[config.mk]
export PLATFORM = sky130hd
export DESIGN_NAME = ssc_profile_gen
export DESIGN_NICKNAME = d
export VERILOG_FILES = /design/src/rtl/ssc_pkg.sv /design/src/rtl/ssc_cfg_gate.sv /design/src/rtl/ssc_step_table.sv /design/src/rtl/ssc_tri_engine.sv /design/src/rtl/ssc_profile_gen.sv
export SDC_FILE = /design/constraint.sdc
export NUM_CORES = 1
export LEC_CHECK = 0
export BUFFER_PORTS_ARGS = -buffer_cell sky130_fd_sc_hd__buf_2
export CORE_MARGIN = 2
export CORE_UTILIZATION = 45
export CTS_BUF_LIST = sky130_fd_sc_hd__clkbuf_2 sky130_fd_sc_hd__clkbuf_4 sky130_fd_sc_hd__clkbuf_8
export DETAILED_ROUTE_END_ITERATION = 6
export PLACE_DENSITY = 0.71
export RECOVER_POWER = 100
export SKIP_CTS_REPAIR_TIMING = 1
export SYNTH_ARGS = -nofsm -noshare
export SYNTH_HDL_FRONTEND = slang
export SYNTH_SLANG_ARGS = --single-unit
[constraint.sdc]
create_clock -name clk -period 4 [get_ports clk]
set_input_delay 0.4 -clock clk [delete_from_list [all_inputs] [get_ports clk]]
set_output_delay 0.4 -clock clk [all_outputs]
set_load 0.05 [all_outputs]
[src/rtl/ssc_pkg.sv]
package ssc_pkg;
  typedef struct packed {
    logic [1:0] depth;
    logic       down;
    logic       mult4;
  } ssc_cfg_t;

  localparam ssc_cfg_t SSC_CFG_IDLE = '{depth: 2'b00, down: 1'b0, mult4: 1'b0};
endpackage

[src/rtl/ssc_cfg_gate.sv]
module ssc_cfg_gate
  import ssc_pkg::*;
(
  input  logic     clk,
  input  logic     rst_n,
  input  logic     enable,
  input  logic [1:0] depth_sel,
  input  logic     spread_down,
  input  logic     mult_x4,
  output ssc_cfg_t cfg_eff,
  output logic     restart
);
  ssc_cfg_t cfg_prev;

  // disabled: every setting reads as low
  always_comb begin
    if (enable) cfg_eff = '{depth: depth_sel, down: spread_down, mult4: mult_x4};
    else        cfg_eff = SSC_CFG_IDLE;
  end

  assign restart = (cfg_eff != cfg_prev);

  always_ff @(posedge clk or negedge rst_n) begin
    if (!rst_n) cfg_prev <= SSC_CFG_IDLE;
    else        cfg_prev <= cfg_eff;
  end
endmodule

[src/rtl/ssc_step_table.sv]
module ssc_step_table
  import ssc_pkg::*;
#(
  parameter int CODE_W   = 10,
  parameter int T_W      = 10,
  parameter int PEAK_MAX = 1016,
  parameter int QTR_X1   = 187,
  parameter int QTR_X4   = 281
)(
  input  ssc_cfg_t          cfg,
  output logic [CODE_W-1:0] step_q,
  output logic [T_W-1:0]    step_r,
  output logic [T_W-1:0]    half_len,
  output logic [T_W-1:0]    start_t,
  output logic [CODE_W-1:0] start_code,
  output logic              active
);
  localparam int MID     = PEAK_MAX / 2;
  localparam int N_ENTRY = 8;

  logic [CODE_W-1:0] q_tab [N_ENTRY];
  logic [T_W-1:0]    r_tab [N_ENTRY];

  // per (multiplier, depth) quotient and remainder of span / half-period
  for (genvar gm = 0; gm < 2; gm++) begin : g_mult
    for (genvar gd = 0; gd < 4; gd++) begin : g_depth
      localparam int HV = 2 * ((gm == 1) ? QTR_X4 : QTR_X1);
      localparam int PK = (gd == 0) ? 0 : (PEAK_MAX >> (3 - gd));
      assign q_tab[gm*4+gd] = CODE_W'(PK / HV);
      assign r_tab[gm*4+gd] = T_W'(PK % HV);
    end
  end

  logic [2:0] idx;
  assign idx = {cfg.mult4, cfg.depth};

  always_comb begin
    step_q     = q_tab[idx];
    step_r     = r_tab[idx];
    half_len   = cfg.mult4 ? T_W'(2*QTR_X4) : T_W'(2*QTR_X1);
    active     = (cfg.depth != 2'b00);
    start_code = cfg.down ? '0 : CODE_W'(MID);
    if (cfg.down) start_t = '0;
    else          start_t = cfg.mult4 ? T_W'(QTR_X4) : T_W'(QTR_X1);
  end
endmodule

[src/rtl/ssc_tri_engine.sv]
module ssc_tri_engine #(
  parameter int CODE_W     = 10,
  parameter int T_W        = 10,
  parameter int RESET_CODE = 508
)(
  input  logic              clk,
  input  logic              rst_n,
  input  logic              restart,
  input  logic              active,
  input  logic [CODE_W-1:0] step_q,
  input  logic [T_W-1:0]    step_r,
  input  logic [T_W-1:0]    half_len,
  input  logic [T_W-1:0]    start_t,
  input  logic [CODE_W-1:0] start_code,
  output logic [CODE_W-1:0] code,
  output logic              rising
);
  logic [T_W-1:0]    pos, pos_n, rem, rem_n;
  logic [CODE_W-1:0] code_n;
  logic              rising_n;
  logic [T_W:0]      rsum;

  // rem tracks (pos * span) mod half_len, so code stays exact floor
  always_comb begin
    rsum = {1'b0, rem} + {1'b0, step_r};
    if (rising) begin
      pos_n    = pos + 1'b1;
      rising_n = (pos_n != half_len);
      if (rsum >= {1'b0, half_len}) begin
        rem_n  = T_W'(rsum - {1'b0, half_len});
        code_n = code + step_q + 1'b1;
      end else begin
        rem_n  = rsum[T_W-1:0];
        code_n = code + step_q;
      end
    end else begin
      pos_n    = pos - 1'b1;
      rising_n = (pos_n == '0);
      if (rem < step_r) begin
        rem_n  = rem + half_len - step_r;
        code_n = code - step_q - 1'b1;
      end else begin
        rem_n  = rem - step_r;
        code_n = code - step_q;
      end
    end
  end

  always_ff @(posedge clk or negedge rst_n) begin
    if (!rst_n) begin
      pos    <= '0;
      rem    <= '0;
      code   <= CODE_W'(RESET_CODE);
      rising <= 1'b0;
    end else if (restart) begin
      pos    <= active ? start_t : '0;
      rem    <= '0;
      code   <= start_code;
      rising <= active;
    end else if (active) begin
      pos    <= pos_n;
      rem    <= rem_n;
      code   <= code_n;
      rising <= rising_n;
    end
  end
endmodule

[src/rtl/ssc_profile_gen.sv]
module ssc_profile_gen
  import ssc_pkg::*;
#(
  parameter int CODE_W   = 10,
  parameter int PEAK_MAX = 1016,
  parameter int QTR_X1   = 187,
  parameter int QTR_X4   = 281
)(
  input  logic              clk,
  input  logic              rst_n,
  input  logic              enable,
  input  logic [1:0]        depth_sel,
  input  logic              spread_down,
  input  logic              mult_x4,
  output logic [CODE_W-1:0] mod_code,
  output logic              sweep_rising
);
  localparam int QTR_MAX = (QTR_X4 > QTR_X1) ? QTR_X4 : QTR_X1;
  localparam int T_W     = $clog2(2*QTR_MAX + 1);

  ssc_cfg_t          cfg_eff;
  logic              restart, active;
  logic [CODE_W-1:0] step_q, start_code;
  logic [T_W-1:0]    step_r, half_len, start_t;

  ssc_cfg_gate u_gate (
    .clk(clk), .rst_n(rst_n), .enable(enable), .depth_sel(depth_sel),
    .spread_down(spread_down), .mult_x4(mult_x4),
    .cfg_eff(cfg_eff), .restart(restart)
  );

  ssc_step_table #(
    .CODE_W(CODE_W), .T_W(T_W), .PEAK_MAX(PEAK_MAX),
    .QTR_X1(QTR_X1), .QTR_X4(QTR_X4)
  ) u_table (
    .cfg(cfg_eff), .step_q(step_q), .step_r(step_r), .half_len(half_len),
    .start_t(start_t), .start_code(start_code), .active(active)
  );

  ssc_tri_engine #(
    .CODE_W(CODE_W), .T_W(T_W), .RESET_CODE(PEAK_MAX/2)
  ) u_engine (
    .clk(clk), .rst_n(rst_n), .restart(restart), .active(active),
    .step_q(step_q), .step_r(step_r), .half_len(half_len),
    .start_t(start_t), .start_code(start_code),
    .code(mod_code), .rising(sweep_rising)
  );
endmodule

==> reports/qor.yml, run 1 <==
hp-start: "spread_down"
vias: 4951
startpoint: "enable"
drive_gt1_frac: 0.1793
synth_compound_area_frac: 0.2321
muxShareOfSynthArea: 0.01717
route.top_layer_used: "met4"
worst_hold_path.endpoint: "u_gate.cfg_prev[1]"
cts_buffer_depth: 2
avgSynthCellArea_um2: 7.813
whs_path_depth: 3
violations: "capacitance limit, slew limit"
numCtsBuffers: 5
synth.top_cells.by_count: "nor2_1 (48), ha_1 (47), a21oi_1 (43)"
leakage_nw: 2.316
finalWorstSetupSlack_ns: 0.1830
gp_congestion: 0.9578
synth_top_family_by_area: "simple AND/OR/NAND/NOR gates"
wl_met2_mm: 6.898
grt_antenna_before_repair: 0
yosys_warnings: 0
synthAdderAreaFrac: 0.1635
syn_nets: 689
grt_pass1_vias: 4812
design.core.area_um2: 10700
yosys.area.top_type: "dfrtp_1"
synth_xor_xnor_area_share: 0.09967
design_area_um2: 5620
path_cells: "buf_2 -> nand2_1 -> ha_4 -> and3_1 -> a21o_1 -> ha_1 -> o31ai_4 -> a21oi_1 -> xnor2_1 -> ha_1 -> o21ai_0 -> o311ai_2 -> o221a_4 -> buf_4 -> o21ai_0 -> xnor2_1 -> a221oi_1"
worstMarginPinSlew_ns: 1.976
crit_family: "compound AO/OA/AOI/OAI gates"
hpwl_mm: 10.70
crit_buf_inv: 2
post-route-period-util: 0.9543
insertion_delay_ns: 0.29
synth_edf_count: 0
grt_pass1_wl_mm: 23.01
clk_pin_slew_worst_paths_ns: 0.08
r2r_start: "u_engine.rem[2]"
ff2ff_path_depth: 13
yosys.cell_count.top_type: "nor2_1"
yosys.area_share.simple: 0.2493
syn_inst: 625
crit_type: "in2reg"
cp.arrival_ns: 4.00
r2r_setup_slack_ns: 0.40
die_x_um: 108.2
cap_violations: 1
final_cells: 815
syn_to_final_growth_pct: 15.09
status: "finished with violations"
cp-end-kind: "register"
drc: 0
synth_area_um2: 4883
grt.total_usage: 0.2452
max_freq_ghz: 0.2620
drv_slew: 35
r2r_end: "u_engine.code[5]"
pre_cts_ws_ns: -0.2188
dr.pass1.iters: 5
n_antenna_cell: 0
hold_viol_final: 0
timing.slew.headroom: -0.3173
async_flop_share: 1.000
peakVddDrop_mv: 0.1462
timing.hold.ws_ns: 0.4512
fin_crit_ns: 3.817
crit_path_start_kind: "input port"
yosysTopAreaCellShare: 0.1384
via_per_inst: 6.075
dp_cells: 807
hold_class: "in2reg"
grt_max_degree: 35
crit_fanout: 6
drt_iter0_markers: 372
nNetsFinal: 738
yosysUniqueCellTypes: 88
die_area_um2: 11700
grt_overflow: 0
synth-main-ff-cell: "dfrtp_1"
synth_seq_cells: 34
numClockSinks: 34
wl_per_cell_um: 17.48
antenna_left: 0
initial_utilization: 0.4565
max_stage_delay_ns: 0.42
wl_met3_um: 924
skew_ns: 0.004786
grt_setup_unrepaired: "yes"
rows: 38
htreeDepth: 2
io_buffers: 17
placed_area_um2: 5522
cellPowerDensity_nw_per_um2: 305.2
routed_wl_mm: 14.25
cts-root-buf: "clkbuf_8"
ys_top_cells_by_area: "dfrtp_1 (14%), ha_1 (12%), xnor2_1 (7.0%)"
setup_viol: 0
finalCoreUtilization: 0.5254
ios: 18
tritoncts: "done"
slowest_stage: "o311ai_2"
drt-met1-wl_mm: 6.061
required_ns: 4.18
yosysSeqAreaShare: 0.1760
dieHeight_um: 108.2
[worst min-delay path: cells and delay by family]
| family | cells | cell delay (ns) |
|---|---|---|
| buffers and inverters | 2 | 0.21 |
| and+or+nand+nor | 1 | 0.08 |
[worst max path at each step]
stage | cells past startpoint | slack [ns] | to
after floorplan | 22 | -0.004 | u_engine.code[9]
after CTS | 18 | 0.04 | u_engine.code[5]
after global routing | 17 | -0.01 | u_engine.rem[7]
final | 17 | 0.18 | u_engine.code[5]
after global placement | 17 | -0.06 | u_engine.rem[7]
after detailed placement | 18 | -0.22 | u_engine.code[5]
[power by group]
part	switching, mW	internal (mW)	total [mW]	leakage, nW
clock	0.144	0.122	0.267	0.0441
combinational	0.595	0.406	1.00	1.84
sequential	0.0673	0.380	0.447	0.435
total	0.807	0.908	1.72	2.32
[layout by cell type (no fill, tap or decap), types with 4 or more instances in the layout]
cell      count
buf_2         6
dfstp_2       7
o211ai_1      8
nand4_1       8
a21o_1        4
mux2i_1       5
buf_4        56
a211oi_1      6
nand2_1      39
a21oi_1      41
nand2b_1     11
xnor2_1      39
nand3_1      21
ha_1         44
nor3_1       29
clkbuf_8      5
or3_1         6
nor2_1       48
fa_1          9
nor4_1        8
o22ai_1       6
a31oi_1       5
clkbuf_1     13
and3_1       10
o21ai_0      39
nor2b_1       9
xor2_1       11
dfrtp_1      27
o31a_1        4
inv_1        41
[area by class of cell]
class	instances	area [µm²]
inverter	43	173.9
clock inverter	3	21.27
timing repair buffer	75	499.2
clock buffer	5	68.82
multi-input combinational	515	3822
tap	140	175.2
sequential	34	859.6
fill	1009	5077
[sequential cells by signal, summed over array words and instances, names as in the netlist]
register,flops
u_gate.cfg_prev,4
u_engine.pos,10
u_engine.rising,1
u_engine.code,10
u_engine.rem,9
[layer usage]
metal / GRT usage / vias up
li1: - / 2355
met1: 0.3065 / 2375
met2: 0.4245 / 187
met3: 0.04400 / 34
met4: 0.08425 / 0
met5: 0 / -
[logic make-up after synthesis]
family / after synthesis
AO/OA/AOI/OAI: 169
XOR/XNOR: 53
adder cells (fa/ha/maj): 58
buffers and inverters: 76
flip-flops: 34
multiplexers: 8
AND/OR/NAND/NOR: 227
[metrics by stage]
stage	setup TNS, ns	total power, mW
3_3_place_gp	-0.1369	1.403
4_1_cts	0	1.696
3_5_place_dp	-1.634	1.427
2_1_floorplan	-0.003779	1.145
5_1_grt	-0.01688	1.830
6_report	0	1.715
No activity file was read; power rests on OpenSTA's default activity.
==> inputs of run 2 (changes only) <==
--- a/config.mk
+++ b/config.mk
@@ -6,11 +6,14 @@
 export NUM_CORES = 1
 export LEC_CHECK = 0
 export BUFFER_PORTS_ARGS = -buffer_cell sky130_fd_sc_hd__buf_2
+export CELL_PAD_IN_SITES_DETAIL_PLACEMENT = 0
+export CELL_PAD_IN_SITES_GLOBAL_PLACEMENT = 1
 export CORE_MARGIN = 2
 export CORE_UTILIZATION = 45
 export CTS_BUF_LIST = sky130_fd_sc_hd__clkbuf_2 sky130_fd_sc_hd__clkbuf_4 sky130_fd_sc_hd__clkbuf_8
 export DETAILED_ROUTE_END_ITERATION = 6
-export PLACE_DENSITY = 0.71
+export GPL_TIMING_DRIVEN = 0
+export PLACE_DENSITY = 0.87
 export RECOVER_POWER = 100
 export SKIP_CTS_REPAIR_TIMING = 1
 export SYNTH_ARGS = -nofsm -noshare
==> run 2 against run 1 <==
  * Critical path depth is 3 higher
  * Wire length is 7.3% higher
  * Count of clock-buffer cells in the layout is 1 higher
  * Utilization is 1.2 points higher
  * Critical path type unchanged
  * Non-clock buffer count is 7 lower
  * Global-route usage is 1.1 points higher
  * Largest power group unchanged
  * The flow finishes with violations (setup timing)
==> reports/qor.yml, run 2 (synthesis results as in run 1) <==
status: "finished with violations"
violations: "setup timing"
startpoint: "depth_sel[0]"
crit_buf_inv: 4
cp.arrival_ns: 4.25
dp_cells: 782
fillers: 1002
total_power_mw: 1.776
timing.slew.headroom: 0.4052
wl_per_cell_um: 18.92
slowest_stage: "ha_1"
tritoncts: "done"
crit_family: "compound AO/OA/AOI/OAI gates"
tns_ns: -0.04167
grt_pass1_wl_mm: 23.46
cts_buffer_depth: 2
initial_utilization: 0.4565
worstMarginPinSlew_ns: 0.8890
final_cell_mix: "nor2_1 (48), inv_1 (41), ha_1 (40), a21oi_1 (39)"
final_cells: 808
die_area_um2: 11700
multi_input_area_um2: 4004
dr.pass1.iters: 5
leakage_nw: 2.328
max_freq_ghz: 0.2474
numClockSinks: 34
cts-root-buf: "clkbuf_8"
antenna_left: 0
design.core.area_um2: 10700
cp-end-kind: "register"
path_cells: "buf_2 -> nand2_8 -> ha_4 -> and3_1 -> o21bai_2 -> ha_1 -> buf_6 -> nor2_4 -> o31ai_4 -> a21oi_2 -> xnor2_2 -> ha_1 -> o21ai_2 -> o311ai_2 -> buf_4 -> o221ai_4 -> buf_12 -> a211oi_1 -> a21oi_1 -> a211oi_1"
register_area_um2: 859.6
peakVddDrop_mv: 0.1556
via_per_inst: 6.153
grt.total_usage: 0.2564
numCtsBuffers: 5
die_x_um: 108.2
grt_antenna_before_repair: 0
r2r_start: "u_engine.rem[2]"
dieHeight_um: 108.2
drv_slew: 0
hold_viol_final: 0
required_ns: 4.21
crit_fanout: 6
ios: 18
cap_violations: 0
cellPowerDensity_nw_per_um2: 308.9
io_buffers: 17
post-route-period-util: 1.010
grt_pass1_vias: 4505
n_antenna_cell: 0
crit_type: "in2reg"
drc: 0
vias: 4972
grt_max_degree: 35
largest_registers: "u_engine.code (10), u_engine.pos (10), u_engine.rem (9)"
htreeDepth: 2
max_stage_delay_ns: 0.36
final_common_cell: "nor2_1"
rows: 38
drive_gt1_frac: 0.1886
hold_class: "in2async"
hpwl_mm: 11.26
syn_to_final_growth_pct: 17.76
setup_viol: 1
insertion_delay_ns: 0.30
routed_wl_mm: 15.29
gp_congestion: 0.8844
finalWorstSetupSlack_ns: -0.04167
skew_ns: 0.006671
drt_iter0_markers: 373
clk_pin_slew_worst_paths_ns: 0.08
grt_overflow: 0
crit_path_start_kind: "input port"
fin_crit_ns: 4.042
nNetsFinal: 731
## run 2: final cells by class
type | instances | share of cell area
multi-input combinational | 515 | 0.6963
sequential | 34 | 0.1495
timing repair buffer | 36 | 0.04286
inverter | 43 | 0.03264
buffer | 32 | 0.03177
tap | 140 | 0.03046
clock buffer | 6 | 0.01436
clock inverter | 2 | 0.002176
## run 2: power by group
| part | switching (mW) | internal, mW | total (mW) |
|---|---|---|---|
| Clock | 0.150 | 0.139 | 0.289 |
| Sequential | 0.0398 | 0.379 | 0.419 |
| Combinational | 0.662 | 0.407 | 1.07 |
| Total | 0.852 | 0.925 | 1.78 |
## run 2: routing by layer
metal / vias to the layer above / wire length, µm / GRT usage
met4: 0 / 216 / 0.06685
met3: 26 / 879 / 0.03677
met1: 2407 / 6822 / 0.3415
met5: - / 0 / 0
li1: 2360 / - / -
met2: 179 / 7369 / 0.4362
## run 2: worst paths after layout
kind / slack (ns) / endpoint / cells after the start
max reg2reg: 0.40 / u_engine.rem[8] / 12
min: 0.21 / u_engine.code[9] / 1
min in group clk: 0.42 / u_gate.cfg_prev[1] / 3
max: -0.04 / u_engine.rem[8] / 20
min reg2reg: 0.56 / u_engine.rem[3] / 2
max in group asynchronous: 3.26 / u_engine.rem[2] / 1
## run 2: through the flow
step                      utilization  cell area [µm²]  hold slack, ns  setup WS (ns)
after detailed placement       0.4926             5270          0.5422        -0.8263
after CTS                      0.5015             5365          0.2238        -0.5384
after floorplan                     -             5010          0.1044      -0.003779
after global routing           0.5375             5751          0.2651        -0.1340
final                          0.5375             5751          0.2090       -0.04167
after global placement         0.4926             5270          0.5348        -0.7609
